## config.mk

```make
export PLATFORM = sky130hd
export DESIGN_NAME = wwdg_reset_ctl
export DESIGN_NICKNAME = d
export VERILOG_FILES = /design/src/rtl/wwdg_reset_ctl.sv
export SDC_FILE = /design/constraint.sdc
export NUM_CORES = 1
export LEC_CHECK = 0
export ABC_AREA = 1
export CAP_MARGIN = 30
export CORE_MARGIN = 3
export CORE_UTILIZATION = 50
export DETAILED_ROUTE_END_ITERATION = 6
export GPL_TIMING_DRIVEN = 0
export HOLD_SLACK_MARGIN = 0.1
export PLACE_DENSITY = 0.73
export SLEW_MARGIN = 20
export SYNTH_ARGS = -nofsm -noshare
export SYNTH_HDL_FRONTEND = slang
export SYNTH_SLANG_ARGS = --single-unit
```

## constraint.sdc

```tcl
create_clock -name clk -period 2.3 [get_ports clk]
set_input_delay 0.345 -clock clk [delete_from_list [all_inputs] [get_ports clk]]
set_output_delay 0.345 -clock clk [all_outputs]
set_load 0.02 [all_outputs]
```

## src/rtl/wwdg_reset_ctl.sv

```systemverilog
module wwdg_reset_ctl #(
  parameter int INIT_TICKS    = 490,
  parameter int CLOSED_TICKS  = 100,
  parameter int OPEN_TICKS    = 105,
  parameter int WD_RST_TICKS  = 19,
  parameter int UV_HOLD_TICKS = 100,
  parameter int TRIG_MIN_CYC  = 400
) (
  input  logic       clk,
  input  logic       rst,
  input  logic       tick,
  input  logic       trig,
  input  logic       uv,
  output logic       sys_rst_n,
  output logic [1:0] phase
);
  localparam int CW = $clog2(INIT_TICKS + CLOSED_TICKS + OPEN_TICKS + WD_RST_TICKS + UV_HOLD_TICKS + 1);
  localparam int WW = $clog2(TRIG_MIN_CYC + 1);
  localparam logic [1:0] PH_INIT = 2'd0, PH_CLOSED = 2'd1, PH_OPEN = 2'd2, PH_RST = 2'd3;

  logic          s1, s2, hit, last;
  logic [WW-1:0] wcnt;
  logic [CW-1:0] cnt;

  always_ff @(posedge clk) begin
    if (rst) begin
      s1 <= 1'b0;
      s2 <= 1'b0;
      wcnt <= '0;
    end else begin
      s1 <= trig;
      s2 <= s1;
      if (!s2) wcnt <= '0;
      else if (wcnt != WW'(TRIG_MIN_CYC)) wcnt <= wcnt + 1'b1;
    end
  end

  assign hit  = !s2 && (wcnt == WW'(TRIG_MIN_CYC));
  assign last = tick && (cnt == CW'(1));

  always_ff @(posedge clk) begin
    if (rst || uv) begin
      phase <= PH_RST;
      cnt   <= CW'(UV_HOLD_TICKS);
    end else begin
      case (phase)
        PH_INIT:
          if (hit) begin phase <= PH_CLOSED; cnt <= CW'(CLOSED_TICKS); end
          else if (last) begin phase <= PH_RST; cnt <= CW'(WD_RST_TICKS); end
          else if (tick) cnt <= cnt - 1'b1;
        PH_CLOSED:
          if (hit) begin phase <= PH_RST; cnt <= CW'(WD_RST_TICKS); end
          else if (last) begin phase <= PH_OPEN; cnt <= CW'(OPEN_TICKS); end
          else if (tick) cnt <= cnt - 1'b1;
        PH_OPEN:
          if (hit) begin phase <= PH_CLOSED; cnt <= CW'(CLOSED_TICKS); end
          else if (last) begin phase <= PH_RST; cnt <= CW'(WD_RST_TICKS); end
          else if (tick) cnt <= cnt - 1'b1;
        default:
          if (last) begin phase <= PH_INIT; cnt <= CW'(INIT_TICKS); end
          else if (tick) cnt <= cnt - 1'b1;
      endcase
    end
  end

  assign sys_rst_n = (phase != PH_RST);

  assert_uv_forces_reset_R8: assert property (@(posedge clk) disable iff (rst)
    uv |=> (phase == PH_RST && !sys_rst_n));
  assert_closed_hit_R5: assert property (@(posedge clk) disable iff (rst)
    (phase == PH_CLOSED && hit && !uv) |=> (phase == PH_RST));
  assert_open_hit_R4: assert property (@(posedge clk) disable iff (rst)
    (phase == PH_OPEN && hit && !uv) |=> (phase == PH_CLOSED && sys_rst_n));
  assert_open_expire_R6: assert property (@(posedge clk) disable iff (rst)
    (phase == PH_OPEN && last && !hit && !uv) |=> (phase == PH_RST));
  assert_hold_no_tick_R10: assert property (@(posedge clk) disable iff (rst)
    (!tick && !hit && !uv) |=> $stable(phase));
endmodule

```

==> results of run 1 <==
-- state kept, by name, indices dropped and copies added, names as in the netlist --
| name | count |
|---|---|
| wcnt | 9 |
| phase | 2 |
| s2 | 1 |
| s1 | 1 |
| cnt | 10 |
-- cells in the mapped netlist --
cell type / number
or2_2: 2
nor2_4: 2
o21ai_1: 2
a21o_1: 1
nor2_1: 28
o21bai_1: 1
nor3_1: 4
o21ai_2: 1
nor2_8: 1
nand4_1: 3
dfxtp_1: 23
nand4_2: 2
nand3b_1: 1
nor2_2: 2
inv_2: 3
nand2_2: 5
nor3b_1: 1
ha_1: 4
buf_2: 1
o22ai_1: 1
xor2_1: 1
xnor2_1: 2
nand3_1: 17
nand3_2: 1
nand3_4: 1
a21oi_2: 1
a21oi_1: 13
o21ai_0: 5
inv_1: 25
nand2_1: 35
-- where the power goes --
group	leakage, nW	internal (W)	switching (W)	total [W]
clock	0.0177	0.0000653	0.000129	0.000194
sequential	0.186	0.000404	0.00000423	0.000408
combinational	0.426	0.0000220	0.0000310	0.0000530
total	0.630	0.000491	0.000164	0.000655
-- area by class of cell --
| class | count | area (sq um) |
|---|---|---|
| fillers | 229 | 895 |
| multi-input cells | 137 | 742 |
| flip-flops and latches | 23 | 460 |
| inverters | 28 | 105 |
| repair buffers | 7 | 70.1 |
| well taps | 28 | 35.0 |
| clock buffers | 3 | 22.5 |
| clock inverters | 1 | 5.00 |
| plain buffers | 1 | 5.00 |
-- through the flow --
stage	worst slack (ns)	area, sq um	std cells
after floorplan	0.989	1310	189
after global placement	0.447	1420	224
after detailed placement	0.434	1420	224
after CTS	0.422	1450	228
after global routing	0.351	1450	228
final	0.429	1450	228
-- worst max-delay path, cell delays in order (launching register included) --
cell,delay [ns]
dfxtp_1,0.47
nand2_1,0.16
clkdlybuf4s50_1,0.57
-- cells by family after synthesis --
| kind of cell | synth area share [%] |
|---|---|
| DFF | 35.1 |
| buffers and inverters | 8.39 |
| AOI/OAI and AO/OA | 10.6 |
| xor gates and xnor gates | 2.00 |
| and+or+nand+nor | 40.1 |
| adders and majority gates | 3.81 |
-- worst paths after layout --
kind	to	slack, ns	depth (start not counted)
setup / recovery	sys_rst_n	0.43	2
hold / removal	s2$_SDFF_PP0_	0.42	2
setup reg to reg	cnt[8]$_SDFF_PP0_	0.75	11
hold reg to reg	s2$_SDFF_PP0_	0.42	2
-- layer usage --
metal	wire length, um	up-vias	part of all wire, %
met2	1180	37	43
met3	181	7	6.6
li1	-	629	-
met5	0	-	0
met4	33	0	1.2
met1	1350	561	49
==> flow_summary.toml, run 1 <==
[finish]
final_core_util_pct = 61.8
area_growth_pct = 10.1
final_cell_mix = "nand2_1 (35), nor2_1 (28), inv_1 (25), dfxtp_1 (23), nand3_1 (17)"
final_common_cell = "nand2_1"
fin_nets = 210
drive_above_1_share_pct = 13.0
n_antenna_cell = 0

[placement]
dp_hpwl_um = 2120
io_buffers = 7
place_congestion = 0.840

[detailed_routing]
wire_per_inst_um = 12.0
ant_nets = 0
dr.pass1.iters = 6
avgViaCountPerCell = 5.41
drt-total-wl_um = 2750
initialDrtViolationCount = 65
drc = 0
routed-via-count = 1234

[grt]
use_met2_pct = 27.1
grt_pass1_wl_um = 4820
top_usage_layer = "met2"
grt_max_degree = 14
use_met1_pct = 26.6
gr-usage-all-layers_pct = 18.3
grt.overflow.total = 0
met3_usage_pct = 4.75
grt_pass1_vias = 1121
antenna_found_initial = 0

[cts]
cts_made_buffers = 3
cts_hold_buf = 0
cts_root_buf = "clkbuf_4"
cts_tree = "done"
cts_buffer_depth = 2
cts_setup_buffers = 0
clkSinkCount = 23
clk_pin_slew_ns = 0.13
ctsResizeCount = 0
clock_latency_ns = 0.32
cts-htree-levels = 1

[synth]
synthCells = 189
syn_avg_cell_area_sq_um = 6.94
synth_area_leaders = "dfxtp_1 (35%), nand2_1 (10%), nor2_1 (8.0%), inv_1 (7.1%), nand3_1 (6.5%)"
syn_nets = 198
ys_seq_elements = 23
synth_top_cell_by_area = "dfxtp_1"
yosysSeqAreaShare_pct = 35.1
synth-warning-count = 0
ys_types = 30
synthDominantCellAreaShare_pct = 35.1
netlist_area_sq_um = 1310

[sta]
setup_tns_ns = 0
period_minus_slack_ns = 1.87
tightest_slew_ns = 0.545
whs_ns = 0.415
maxSlewHeadroom_pct = 63.5
fmax_mhz = 534
min_period_over_period_pct = 81.3
drv_slew = 0
grt_setup_unrepaired = "no"
setup_violations = 0
skew_ns = 0.00340
hold_violations = 0

[floorplan]
pin_count = 8
core_area_sq_um = 2340
start_util_pct = 56.1
die_h_um = 57.2
rows = 17
die_area_sq_um = 3280
die-width_um = 57.2

[status]
run_status = "finished clean"

[flow_run]
maxCapViolCount = 0

[critical_path]
reg2reg_from = "cnt[1]$_SDFF_PP0_"
timing.critical_path.from = "phase[0]$_SDFFE_PP1P_"
worst_setup_path_start_kind = "flip-flop"
cp_max_fo = 7
arrival_ns = 1.53
crit_path_end_kind = "output port"
required_ns = 1.96
critPathKind = "reg2out"

[power]
powerDensity_nw_per_um2 = 453
ir_worst_vdd_mv = 0.430
total_power_w = 0.000655
p_leak_nw = 0.630

[min_path]
hp-class = "reg2reg"
hp-start = "s1$_SDFF_PP0_"
Power figures use the tool's default switching activity.
==> run 2, diff against run 1 <==
==> constraint.sdc (replaced) <==
create_clock -name clk -period 2 [get_ports clk]
set_input_delay 0.3 -clock clk [delete_from_list [all_inputs] [get_ports clk]]
set_output_delay 0.3 -clock clk [all_outputs]
set_load 0.02 [all_outputs]
==> results of run 2 <==
The final DEF is identical to that of run 1. Status: finished clean.
Main changes from that run: setup slack after placement 0.434 ns -> 0.179 ns; setup slack after layout 0.429 ns -> 0.174 ns; register-to-register setup slack 0.75 ns -> 0.45 ns; total power 0.000655 W -> 0.000753 W; worst IR drop on VDD 0.430 mV -> 0.494 mV
==> run 3, diff against run 2 <==
--- a/config.mk
+++ b/config.mk
@@ -13,7 +13,9 @@
 export GPL_TIMING_DRIVEN = 0
 export HOLD_SLACK_MARGIN = 0.1
 export PLACE_DENSITY = 0.73
+export RECOVER_POWER = 25
 export SLEW_MARGIN = 20
 export SYNTH_ARGS = -nofsm -noshare
 export SYNTH_HDL_FRONTEND = slang
 export SYNTH_SLANG_ARGS = --single-unit
+export TNS_END_PERCENT = 10
==> flow_summary.toml, run 3 (same netlist as run 1, synthesis figures left out) <==
[cts]
clock_latency_ns = 0.32
cts_made_buffers = 3
cts_root_buf = "clkbuf_4"
cts_buffer_depth = 2
cts_setup_buffers = 0
ctsResizeCount = 0
cts_tree = "done"
clk_pin_slew_ns = 0.13
cts_hold_buf = 0
clkSinkCount = 23
cts-htree-levels = 1

[finish]
drive_above_1_share_pct = 12.5
largest_register_ffs = 10
n_antenna_cell = 0
reg.largest.list = "cnt (10), wcnt (9), phase (2)"
area_growth_pct = 10.0
stdcell_area_sq_um = 1440
fin_nets = 210
regMostFlops = "cnt"
final_common_cell = "nand2_1"
final_cell_mix = "nand2_1 (35), nor2_1 (28), inv_1 (25), dfxtp_1 (23), nand3_1 (17)"

[placement]
dp_hpwl_um = 2120
place_congestion = 0.840
io_buffers = 7
placed_area_sq_um = 1420

[critical_path]
r2r-end = "cnt[8]$_SDFF_PP0_"
crit_path_end_kind = "output port"
cp_max_fo = 7
required_ns = 1.70
reg2reg_from = "cnt[1]$_SDFF_PP0_"
ff2ff_setup_slack_ns = 0.45
reg2reg_depth = 11
arrival_ns = 1.52
worst_setup_path_start_kind = "flip-flop"
critPathKind = "reg2out"

[sta]
whs_ns = 0.415
fmax_mhz = 550
period_minus_slack_ns = 1.82
maxSlewHeadroom_pct = 63.6
min_period_over_period_pct = 91.0
setup_tns_ns = 0
grt_setup_unrepaired = "no"
drv_slew = 0
tightest_slew_ns = 0.545
skew_ns = 0.00392
setup_violations = 0
hold_violations = 0

[detailed_routing]
dr.pass1.iters = 6
drt-total-wl_um = 2750
wire_per_inst_um = 12.0
drc = 0
routed-via-count = 1234
initialDrtViolationCount = 65
ant_nets = 0
avgViaCountPerCell = 5.41

[power]
powerDensity_nw_per_um2 = 521
p_leak_nw = 0.629
ir_worst_vdd_mv = 0.493

[min_path]
hp-class = "reg2reg"
worstHoldEndpoint = "s2$_SDFF_PP0_"
hp-start = "s1$_SDFF_PP0_"
min_path_cells = 2

[floorplan]
die_h_um = 57.2
rows = 17
die-width_um = 57.2
core_area_sq_um = 2340
die_area_sq_um = 3280
pin_count = 8
start_util_pct = 56.1

[grt]
gr-usage-all-layers_pct = 18.3
grt.overflow.total = 0
grt_pass1_wl_um = 4820
grt_max_degree = 14
antenna_found_initial = 0
grt_pass1_vias = 1121

[status]
run_status = "finished clean"

[flow_run]
maxCapViolCount = 0
## run 3: final cells by class
class | count | area [sq um]
sequential | 23 | 460
fill | 229 | 896
inverter | 28 | 105
clock inverter | 1 | 5.00
tap | 28 | 35.0
clock buffer | 3 | 22.5
multi-input combinational | 137 | 742
timing repair buffer | 7 | 70.1
buffer | 1 | 3.75
## run 3: critical path: stages, from the launching register on
cell and delay, ns:
dfxtp_1 0.47, nand2_1 0.16, clkdlybuf4s50_1 0.57
## run 3: worst max-delay path by stage
stage | from | to | slack, ns | cells past startpoint
2_1_floorplan | cnt[1]$_SDFF_PP0_ | cnt[7]$_SDFF_PP0_ | 0.69 | 11
3_3_place_gp | tick | cnt[8]$_SDFF_PP0_ | 0.19 | 10
3_5_place_dp | tick | cnt[8]$_SDFF_PP0_ | 0.18 | 10
4_1_cts | phase[0]$_SDFFE_PP1P_ | sys_rst_n | 0.17 | 2
5_1_grt | phase[0]$_SDFFE_PP1P_ | sys_rst_n | 0.1 | 2
6_report | phase[0]$_SDFFE_PP1P_ | sys_rst_n | 0.18 | 2
## run 3: stage by stage
stage	util (%)	setup slack (ns)	instances	power [W]
3_5_place_dp	60.6	0.179	224	0.000540
4_1_cts	61.8	0.167	228	0.000759
6_report	61.7	0.181	228	0.000752
5_1_grt	61.7	0.0958	228	0.000787
3_3_place_gp	60.6	0.192	224	0.000538
2_1_floorplan	-	0.689	189	0.000520
## run 3: report_power, final
part	switching (W)	total, W	internal, W
clock	0.000147	0.000222	0.0000750
sequential	0.00000486	0.000469	0.000465
combinational	0.0000357	0.0000604	0.0000248
total	0.000188	0.000752	0.000564
## run 3: routing by layer
metal | global-route usage, % | part of all wire, %
met1 | 26.6 | 49
met2 | 27.1 | 43
met3 | 4.75 | 6.6
met4 | 3.97 | 1.2
met5 | 0 | 0
